===== src/rtl/bsq_pkg.sv =====
package bsq_pkg;
  localparam int BEAT_W = 2;

  typedef enum logic {
    ORD_LINEAR     = 1'b0,
    ORD_INTERLEAVE = 1'b1
  } order_e;
endpackage


===== src/rtl/bsq_base_reg.sv =====
module bsq_base_reg #(
  parameter int ADDR_W = 20
) (
  input  logic              clk,
  input  logic              rst,
  input  logic              load,
  input  logic [ADDR_W-1:0] load_addr,
  output logic [ADDR_W-1:0] base
);
  always_ff @(posedge clk) begin
    if (rst)       base <= '0;
    else if (load) base <= load_addr;
  end
endmodule


===== src/rtl/bsq_beat_ctr.sv =====
module bsq_beat_ctr
  import bsq_pkg::*;
(
  input  logic              clk,
  input  logic              rst,
  input  logic              load,
  input  logic              adv,
  output logic [BEAT_W-1:0] offset
);
  // The load restarts the count and takes priority over adv.
  // The count wraps freely, so the burst keeps cycling.
  always_ff @(posedge clk) begin
    if (rst || load) offset <= '0;
    else if (adv)    offset <= offset + 1'b1;
  end
endmodule


===== src/rtl/bsq_low_map.sv =====
module bsq_low_map
  import bsq_pkg::*;
(
  input  logic [BEAT_W-1:0] start,
  input  logic [BEAT_W-1:0] offset,
  input  order_e            order,
  output logic [BEAT_W-1:0] low
);
  logic [BEAT_W-1:0] il_low;
  logic [BEAT_W-1:0] lin_low;

  // Interleaved order: each bit flips on its own, with no carry between bits.
  for (genvar b = 0; b < BEAT_W; b++) begin : g_il_bit
    assign il_low[b] = start[b] ^ offset[b];
  end

  // Linear order: add inside the beat field; the carry out is dropped, so it wraps.
  assign lin_low = start + offset;

  always_comb begin
    unique case (order)
      ORD_INTERLEAVE: low = il_low;
      default:        low = lin_low;
    endcase
  end
endmodule


===== src/rtl/burst_addr_seq.sv =====
module burst_addr_seq
  import bsq_pkg::*;
#(
  parameter int ADDR_W = 20
) (
  input  logic              clk,
  input  logic              rst,
  input  logic              load,
  input  logic [ADDR_W-1:0] load_addr,
  input  logic              adv,
  input  logic              order_il,
  output logic [ADDR_W-1:0] addr
);
  localparam int UPPER_W = ADDR_W - BEAT_W;

  logic [ADDR_W-1:0] base;
  logic [BEAT_W-1:0] offset;
  logic [BEAT_W-1:0] low;

  bsq_base_reg #(.ADDR_W(ADDR_W)) u_base (
    .clk(clk), .rst(rst), .load(load), .load_addr(load_addr), .base(base)
  );

  bsq_beat_ctr u_ctr (
    .clk(clk), .rst(rst), .load(load), .adv(adv), .offset(offset)
  );

  bsq_low_map u_map (
    .start(base[BEAT_W-1:0]), .offset(offset),
    .order(order_e'(order_il)), .low(low)
  );

  assign addr = {base[ADDR_W-1 -: UPPER_W], low};
endmodule


===== config.mk =====
export PLATFORM = sky130hd
export DESIGN_NAME = burst_addr_seq
export DESIGN_NICKNAME = d
export VERILOG_FILES = /design/src/rtl/bsq_pkg.sv /design/src/rtl/bsq_base_reg.sv /design/src/rtl/bsq_beat_ctr.sv /design/src/rtl/bsq_low_map.sv /design/src/rtl/burst_addr_seq.sv
export SDC_FILE = /design/constraint.sdc
export NUM_CORES = 1
export LEC_CHECK = 0
export ABC_AREA = 0
export BUFFER_PORTS_ARGS = -buffer_cell sky130_fd_sc_hd__buf_2
export CAP_MARGIN = 20
export CORE_MARGIN = 3
export CORE_UTILIZATION = 45
export CTS_BUF_LIST = sky130_fd_sc_hd__clkbuf_16
export CTS_CLUSTER_DIAMETER = 120
export CTS_CLUSTER_SIZE = 28
export DETAILED_ROUTE_END_ITERATION = 10
export PLACE_DENSITY = 0.77
export SETUP_SLACK_MARGIN = 0.4
export SLEW_MARGIN = 10
export SYNTH_ARGS = -nofsm -noshare
export SYNTH_HDL_FRONTEND = slang
export SYNTH_SLANG_ARGS = --single-unit

===== constraint.sdc =====
create_clock -name clk -period 1 [get_ports clk]
set_clock_uncertainty 0.1 [all_clocks]
set_input_delay 0.1 -clock clk [delete_from_list [all_inputs] [get_ports clk]]
set_output_delay 0.1 -clock clk [all_outputs]
set_load 0.1 [all_outputs]

==> impl_metrics.yaml, run 1 <==
sta:
  setup_slack_ns: -0.424
  fin_hold_ws_ns: -0.00712
  fmax_mhz: 702
  setup_repair_after_global_routing_missed_its_margin: "true"
  finalHoldViolations: 7
  setup_viol_count_final: 4
  period_needed_ns: 1.42
  layout_worst_path_cycle_share: 1.42
  timing.max_slew.rel_slack: 0.742
  final_slew_viol_count: 0
  tightest_slew_ns: 0.387
global_route:
  grt_first_pass_wirelength_um: 3330
  globalRoute.totalOverflow: 0
  initial_antenna_violation_count: 0
  grt.met3_usage: 0.0282
  groute.usage.overall: 0.167
  grt_pass1_vias: 729
  grtUsageMet2: 0.324
  grt_start_max_net_pins: 23
  grt.met1_usage: 0.174
  grt_most_used_layer: "met2"
floorplan:
  fp.dieH_um: 52.9
  die_width_um: 52.9
  ios: 45
  die_area_um2: 2800
  core.rowCount: 16
  floorplan.initialDensity: 0.490
  core_area_um2: 2020
clock_tree:
  cts.sinks: 22
  cts-buffers-inserted: 3
  cts_root_buf: "clkbuf_16"
  clock_latency_ns: 0.25
  clk_pin_slew_ns: 0.05
  clock_tree_from_tritoncts: "built"
  cts_h_tree_depth: 1
  max-clock-path-buffers: 2
critical_path:
  timing.critical_path.from_type: "register"
  cp_max_fo: 2
  timing.setup.critical_path_class: "register to output port"
  worstSetupEndpointType: "output port"
  critPathRequiredTime_ns: 0.80
  cp.arrival_ns: 1.22
routing:
  drt_wl_total_um: 2160
  via_count: 721
  vias_per_cell: 4.71
  wl_per_cell_um: 14.1
  route.detailed.drc: 0
  dr.pass1.iters: 4
  detail-route-antenna-nets: 0
  detailedRoute.firstIterationViolations: 5
run_status:
  violations: "hold timing, setup timing"
  outcome: "finished, violations left"
placed_design:
  routabilityCongestion: 0.584
  post_dp_cell_area_um2: 1460
  dp_cells: 145
  placement.io_buffers: 44
cells_and_area:
  layout.cells.most_common: "buf_2"
  mostFrequentLayoutCells: "24 x buf_2, 22 x buf_12, 21 x dfxtp_2"
  number_of_antenna_cells_inserted: 0
  fin_nets: 153
  post_route_cells_drive_above_1_share: 0.667
  signed_area_change_from_the_synthesized_netlist_to_the_final_layout_pct: 64.1
  finish.instance_area_um2: 1630
  fin_cells: 153
synth:
  synth_top_family_by_area: "multiplexers"
  synth.mux.area_fraction: 0.202
  ys_types: 15
  synthesized_area_fraction_occupied_by_xor_and_xnor_cells: 0.0265
  yosys.area_share.adder: 0.0126
  synth_seq_area_share: 0.444
  synth_compound_area_frac: 0.0227
  ys_warn_count: 0
  synth_simple_gate_area_share: 0.0947
  postSynthCellCount: 94
  synthesis.nets: 120
  syn-cell-area_um2: 991
  syn_area_per_cell_um2: 10.5
  ys_seq_elements: 22
power:
  peakVddDrop_mv: 1.39
  cellLeakagePower_nw: 0.736
  power_density_nw_per_um2: 1620
min_path:
  min_path_type: "primary input to register"
run:
  cap_violations: 0
-- sequential cells by signal, summed over array words and instances, names as in the netlist --
name          flops
u_ctr.offset      2
u_base.base      20
-- power by group --
part	switching, mW	total [mW]	internal, mW
Clock	0.281	0.813	0.532
Sequential	0.0566	0.995	0.938
Combinational	0.494	0.826	0.332
-- per-layer routing --
metal	vias up	share of wire	routed length, µm
li1	355	-	-
met1	341	0.36	767
met3	2	0.053	114
met2	23	0.58	1260
met4	0	0.0056	12
met5	-	0	0
-- logic make-up after synthesis --
kind of cell	Yosys count
flops	22
fa+ha+maj	1
mux	20
compound gates	2
simple gates	23
xor+xnor	3
buf+inv	23
-- synthesized netlist by cell type, drive strengths merged --
cell,count,area share
mux2i,20,0.20
nand3b,1,0.0076
nor2b,1,0.0063
a211oi,1,0.013
nor3,1,0.0050
a21bo,1,0.010
ha,1,0.013
dfxtp,22,0.44
xnor2,3,0.027
buf,22,0.19
clkbuf,1,0.0038
nor2,20,0.076
-- cell type report --
cell class	instances	area, µm²
repair buffers	51	613
well taps	27	33.8
clock inverters	1	3.75
multi-input cells	49	430
clock buffers	3	75.1
fillers	132	395
flip-flops and latches	22	470
-- path summary, 6_finish.rpt --
kind	startpoint	endpoint	slack, ns	depth (start not counted)
min reg2reg	u_base.base[5]$_SDFFE_PP0P_	u_base.base[5]$_SDFFE_PP0P_	0.42	2
max	u_base.base[0]$_SDFFE_PP0P_	addr[1]	-0.42	4
max reg2reg	u_ctr.offset[0]$_SDFFE_PP0P_	u_ctr.offset[1]$_SDFFE_PP0P_	-0.12	4
min	load_addr[3]	u_base.base[3]$_SDFFE_PP0P_	-0.007	3
-- repair_timing --
item,CTS,global route
resized for setup,8,4
endpoints found under the setup margin,42,42
gates cloned,0,0
hold endpoints to repair,6,0
setup buffers,3,1
pin swaps,2,0
-- metrics by stage --
stage	TNS [ns]	hold slack, ns	util	power (mW)	setup WS [ns]
after floorplan	-0.397	0.0573	-	1.69	-0.397
after global placement	-0.216	0.235	0.723	1.78	-0.216
after detailed placement	-0.287	0.242	0.723	1.80	-0.277
after global routing	-0.996	0.00684	0.804	2.73	-0.469
final	-0.790	-0.00712	0.804	2.63	-0.424
after CTS	-0.790	-0.0146	0.790	2.65	-0.439
-- worst max-delay path, cell delays in order (launching register included) --
cell     delay [ns]
dfxtp_2        0.35
ha_4           0.13
nor2b_4        0.17
xnor2_4        0.14
buf_12         0.19
Note: power is estimated with default switching activity, not from simulation.
==> run 2: changes to the inputs <==
- CAP_MARGIN: 20 -> 5
- MAX_ROUTING_LAYER: not set -> met4
==> run 2 against run 1 <==
Net effect:
- the flow still finishes with violations (hold timing, setup timing)
- clock power barely moved
- critical path type unchanged
- maximum frequency is essentially flat
- final cell count did not move
- first-iteration DRC count decreased by 60%
- largest power group unchanged
- non-clock buffer count unchanged
- flip-flop and latch count unchanged
- highest routed layer unchanged
- largest cell class unchanged
- wire length down 0.28%
- combinational power about the same
- clock-buffer cell count is the same
- hold slack is essentially flat
- register-to-register slack hardly changed
- sequential share of layout area is the same
==> impl_metrics.yaml, run 2 (synthesis gave the netlist of run 1 again) <==
critical_path:
  worstSetupEndpointType: "output port"
  r2r_start: "u_ctr.offset[0]$_SDFFE_PP0P_"
  path_cells: "ha_4 > nor2b_4 > xnor2_4 > buf_12"
  cp_max_fo: 2
  critical_path_buf_inv_count: 1
  critPathRequiredTime_ns: 0.80
  r2r_cells: 4
  critPathMaxStageDelay_ns: 0.35
  timing.setup.critical_path_class: "register to output port"
  crit_cells: 4
  worstSetupStartpoint: "u_base.base[0]$_SDFFE_PP0P_"
  cp.arrival_ns: 1.22
  crit_slowest_cell: "dfxtp_2"
  crit_family: "flip-flops"
  timing.critical_path.from_type: "register"
power:
  total_power_mw: 2.63
  cellLeakagePower_nw: 0.736
  power_density_nw_per_um2: 1620
  peakVddDrop_mv: 1.39
placed_design:
  placement.io_buffers: 44
  routabilityCongestion: 0.587
  post_dp_cell_area_um2: 1460
clock_tree:
  cts_root_buf: "clkbuf_16"
  max-clock-path-buffers: 2
  cts_h_tree_depth: 1
  clk_pin_slew_ns: 0.05
  clock_latency_ns: 0.25
  cts-buffers-inserted: 3
  cts.sinks: 22
  clock_tree_from_tritoncts: "built"
min_path:
  min_path_type: "primary input to register"
  hp-start: "load_addr[3]"
  min_delay_path_depth: 3
global_route:
  initial_antenna_violation_count: 0
  grt_pass1_vias: 729
  globalRoute.totalOverflow: 0
  groute.usage.overall: 0.171
  grt_first_pass_wirelength_um: 3330
  grt_start_max_net_pins: 23
routing:
  via_count: 718
  detailedRoute.firstIterationViolations: 2
  drt_wl_total_um: 2150
  vias_per_cell: 4.69
  detail-route-antenna-nets: 0
  route.detailed.drc: 0
  wl_per_cell_um: 14.0
  dr.pass1.iters: 4
cells_and_area:
  layout_top_registers: "u_base.base: 20 flops, u_ctr.offset: 2 flops"
  fin_nets: 153
  signed_area_change_from_the_synthesized_netlist_to_the_final_layout_pct: 64.1
  register_area_um2: 470
  final.fill_count: 132
  post_route_cells_drive_above_1_share: 0.667
  finish.instance_area_um2: 1630
  largest_reg_flops: 20
  largest-register: "u_base.base"
  number_of_antenna_cells_inserted: 0
  layout.cells.most_common: "buf_2"
  multi_input_area_um2: 430
  mostFrequentLayoutCells: "24 x buf_2, 22 x buf_12, 21 x dfxtp_2"
floorplan:
  core.rowCount: 16
  ios: 45
  core_area_um2: 2020
  floorplan.initialDensity: 0.490
  fp.dieH_um: 52.9
  die_area_um2: 2800
  die_width_um: 52.9
run:
  cap_violations: 0
sta:
  fmax_mhz: 702
  fin_hold_ws_ns: -0.00711
  period_needed_ns: 1.42
  layout_worst_path_cycle_share: 1.42
  fin_tns_setup_ns: -0.787
  setup_repair_after_global_routing_missed_its_margin: "true"
  final_slew_viol_count: 0
  tightest_slew_ns: 0.393
  setup_slack_ns: -0.424
  finalHoldViolations: 7
  timing.max_slew.rel_slack: 0.738
  setup_viol_count_final: 4
run_status:
  outcome: "finished, violations left"
  violations: "hold timing, setup timing"
==> run 2: cell counts in the layout (fill, tap and decap cells not counted) <==
Identical to the previous run, type by type.
==> run 2: final cells by class <==
type	count	area share
Clock buffer	3	0.0462
Multi-Input combinational cell	49	0.265
Timing Repair Buffer	51	0.377
Tap cell	27	0.0208
Clock inverter	1	0.00231
Sequential cell	22	0.289
==> run 2: through the flow <==
stage               utilization  setup slack (ns)  instances  hold slack, ns
CTS                       0.790            -0.439        152         -0.0146
detailed placement        0.723            -0.277        145           0.242
finish                    0.804            -0.424        153        -0.00711
global route              0.804            -0.469        153         0.00684
floorplan                     -            -0.397         94          0.0573
global placement          0.723            -0.216        145           0.235
==> run 2: timing repair <==
action                                  4_1_cts  5_1_grt
endpoints found under the setup margin       42       42
hold endpoints to repair                      6        0
buffers inserted                              3        1
gates resized for setup                       8        4
cloned                                        0        0
pin swaps                                     2        0
==> run 2: worst paths after layout <==
path | to | slack, ns
worst max-delay path | addr[1] | -0.42
worst min-delay path | u_base.base[3]$_SDFFE_PP0P_ | -0.007
worst min register to register | u_base.base[5]$_SDFFE_PP0P_ | 0.42
worst max register to register | u_ctr.offset[1]$_SDFFE_PP0P_ | -0.12
==> run 2: tightest hold or removal path: cells and delay by family <==
kind | cells | cell delay [ns]
multiplexers | 1 | 0.06
AND/OR/NAND/NOR | 1 | 0.07
buffers and inverters | 1 | 0.07
==> run 2: where the power goes <==
group	internal [mW]	leakage, nW	switching [mW]
registers	0.938	0.190	0.0566
clock network	0.532	0.0385	0.282
logic	0.332	0.508	0.494
total	1.80	0.736	0.833
==> run 2: per-layer routing <==
| layer | vias to the layer above | GRT usage | wire [µm] |
|---|---|---|---|
| li1 | 356 | - | - |
| met1 | 337 | 0.174 | 768 |
| met2 | 23 | 0.324 | 1260 |
| met3 | 2 | 0.0282 | 111 |
| met4 | 0 | 0.0638 | 12 |
| met5 | - | - | 0 |
==> run 3: changes to the inputs <==
- CTS_BUF_LIST: sky130_fd_sc_hd__clkbuf_16 -> not set
==> run 3 against run 2 <==
Net effect:
- the flow still finishes with violations (hold timing, setup timing)
- utilization is 0.87 points lower
- final cell count rose by 1.3%
- final area is 1.1% lower
- global-route usage shrank 0.17 points
- clock power is 41% lower
- total power decreased by 13%
- hold slack worse by 0.062 ns
- wire length decreased by 1.4%
- critical path type unchanged
==> impl_metrics.yaml, run 3 (synthesis gave the netlist of run 1 again) <==
run_status:
  outcome: "finished, violations left"
  violations: "hold timing, setup timing"
global_route:
  grt_start_max_net_pins: 23
  groute.usage.overall: 0.169
  grt_first_pass_wirelength_um: 3220
  grt_pass1_vias: 715
  globalRoute.totalOverflow: 0
  initial_antenna_violation_count: 0
power:
  cellLeakagePower_nw: 0.731
  power_density_nw_per_um2: 1430
  total_power_mw: 2.30
  peakVddDrop_mv: 1.11
clock_tree:
  clock_latency_ns: 0.30
  cts.sinks: 22
  max-clock-path-buffers: 2
  cts-buffers-inserted: 3
  clock_tree_from_tritoncts: "built"
  cts_h_tree_depth: 1
  cts_root_buf: "clkbuf_4"
  clk_pin_slew_ns: 0.12
sta:
  final_slew_viol_count: 0
  layout_worst_path_cycle_share: 1.50
  fmax_mhz: 665
  finalHoldViolations: 20
  fin_hold_ws_ns: -0.0689
  timing.max_slew.rel_slack: 0.736
  period_needed_ns: 1.50
  tightest_slew_ns: 0.396
  setup_slack_ns: -0.503
  setup_viol_count_final: 22
  setup_repair_after_global_routing_missed_its_margin: "true"
routing:
  detailedRoute.firstIterationViolations: 4
  via_count: 721
  detail-route-antenna-nets: 0
  drt_wl_total_um: 2120
  wl_per_cell_um: 13.7
  dr.pass1.iters: 5
  vias_per_cell: 4.65
  route.detailed.drc: 0
floorplan:
  die_area_um2: 2800
  fp.dieH_um: 52.9
  core.rowCount: 16
  die_width_um: 52.9
  floorplan.initialDensity: 0.490
  ios: 45
  core_area_um2: 2020
cells_and_area:
  number_of_antenna_cells_inserted: 0
  layout.cells.most_common: "buf_2"
  post_route_cells_drive_above_1_share: 0.680
  fin_cells: 155
  signed_area_change_from_the_synthesized_netlist_to_the_final_layout_pct: 62.4
  fin_nets: 155
  largest-register: "u_base.base"
  mostFrequentLayoutCells: "24 x buf_2, 22 x buf_12, 20 x nor2_1, 20 x dfxtp_2, 19 x mux2i_1"
  final.fill_count: 130
  largest_reg_flops: 20
  layout_top_registers: "u_base.base: 20 flops, u_ctr.offset: 2 flops"
placed_design:
  routabilityCongestion: 0.587
  placement.io_buffers: 44
  dp_cells: 145
critical_path:
  cp.arrival_ns: 1.30
  r2r_cells: 5
  timing.critical_path.from_type: "register"
  critPathRequiredTime_ns: 0.80
  timing.setup.critical_path_class: "register to output port"
  cp_max_fo: 2
  worstSetupEndpointType: "output port"
min_path:
  min_path_type: "primary input to register"
  min_delay_path_depth: 3
run:
  cap_violations: 0
## run 3: cell count changes in the layout (fill, tap and decap cells not counted), sizes merged
cell and delta:
buf +2, clkinv -1, clkbuf +1
## run 3: final cells by class
cell class	count	area, µm²	share of cell area
well taps	27	33.8	0.0210
flip-flops and latches	22	473	0.294
multi-input cells	49	430	0.267
repair buffers	53	636	0.395
clock buffers	4	36.3	0.0226
## run 3: report_power, final
group,switching [mW],internal (mW),leakage (nW)
registers,0.0555,0.935,0.190
clock network,0.256,0.222,0.0210
logic,0.495,0.340,0.520
## run 3: routing by layer
layer,wire length (µm),GRT usage,up-vias
li1,-,-,357
met1,770,0.171,335
met2,1200,0.310,25
met3,118,0.0282,4
met4,34,0.0894,0
met5,0,-,-
## run 3: what timing repair did
item / CTS / global route
resized for setup: 7 / 8
endpoints found under the hold margin: 22 / 20
pin swaps: 2 / 2
cloned: 0 / 0
setup buffers: 3 / 3
endpoints found under the setup margin: 42 / 42
## run 3: path summary, 6_finish.rpt
check	from	end	slack, ns
max reg2reg	u_ctr.offset[0]$_SDFFE_PP0P_	u_ctr.offset[1]$_SDFFE_PP0P_	-0.33
max	u_base.base[0]$_SDFFE_PP0P_	addr[1]	-0.50
min	load_addr[11]	u_base.base[11]$_SDFFE_PP0P_	-0.07
min reg2reg	u_base.base[5]$_SDFFE_PP0P_	u_base.base[5]$_SDFFE_PP0P_	0.43
## run 3: critical path, stage by stage (launching register included)
cell and delay (ns):
dfxtp_2 0.37, ha_4 0.13, nor2b_4 0.17, xnor2_4 0.14
buf_12 0.19
## run 3: metrics by stage
stage / area (µm²) / setup TNS (ns) / utilization / hold WS, ns / setup WS, ns
2_1_floorplan: 1280 / -0.397 / - / 0.0573 / -0.397
3_3_place_gp: 1460 / -0.216 / 0.723 / 0.235 / -0.216
3_5_place_dp: 1460 / -0.287 / 0.723 / 0.242 / -0.277
4_1_cts: 1550 / -2.07 / 0.765 / -0.0823 / -0.522
5_1_grt: 1610 / -3.14 / 0.796 / -0.0778 / -0.561
6_report: 1610 / -2.18 / 0.796 / -0.0689 / -0.503
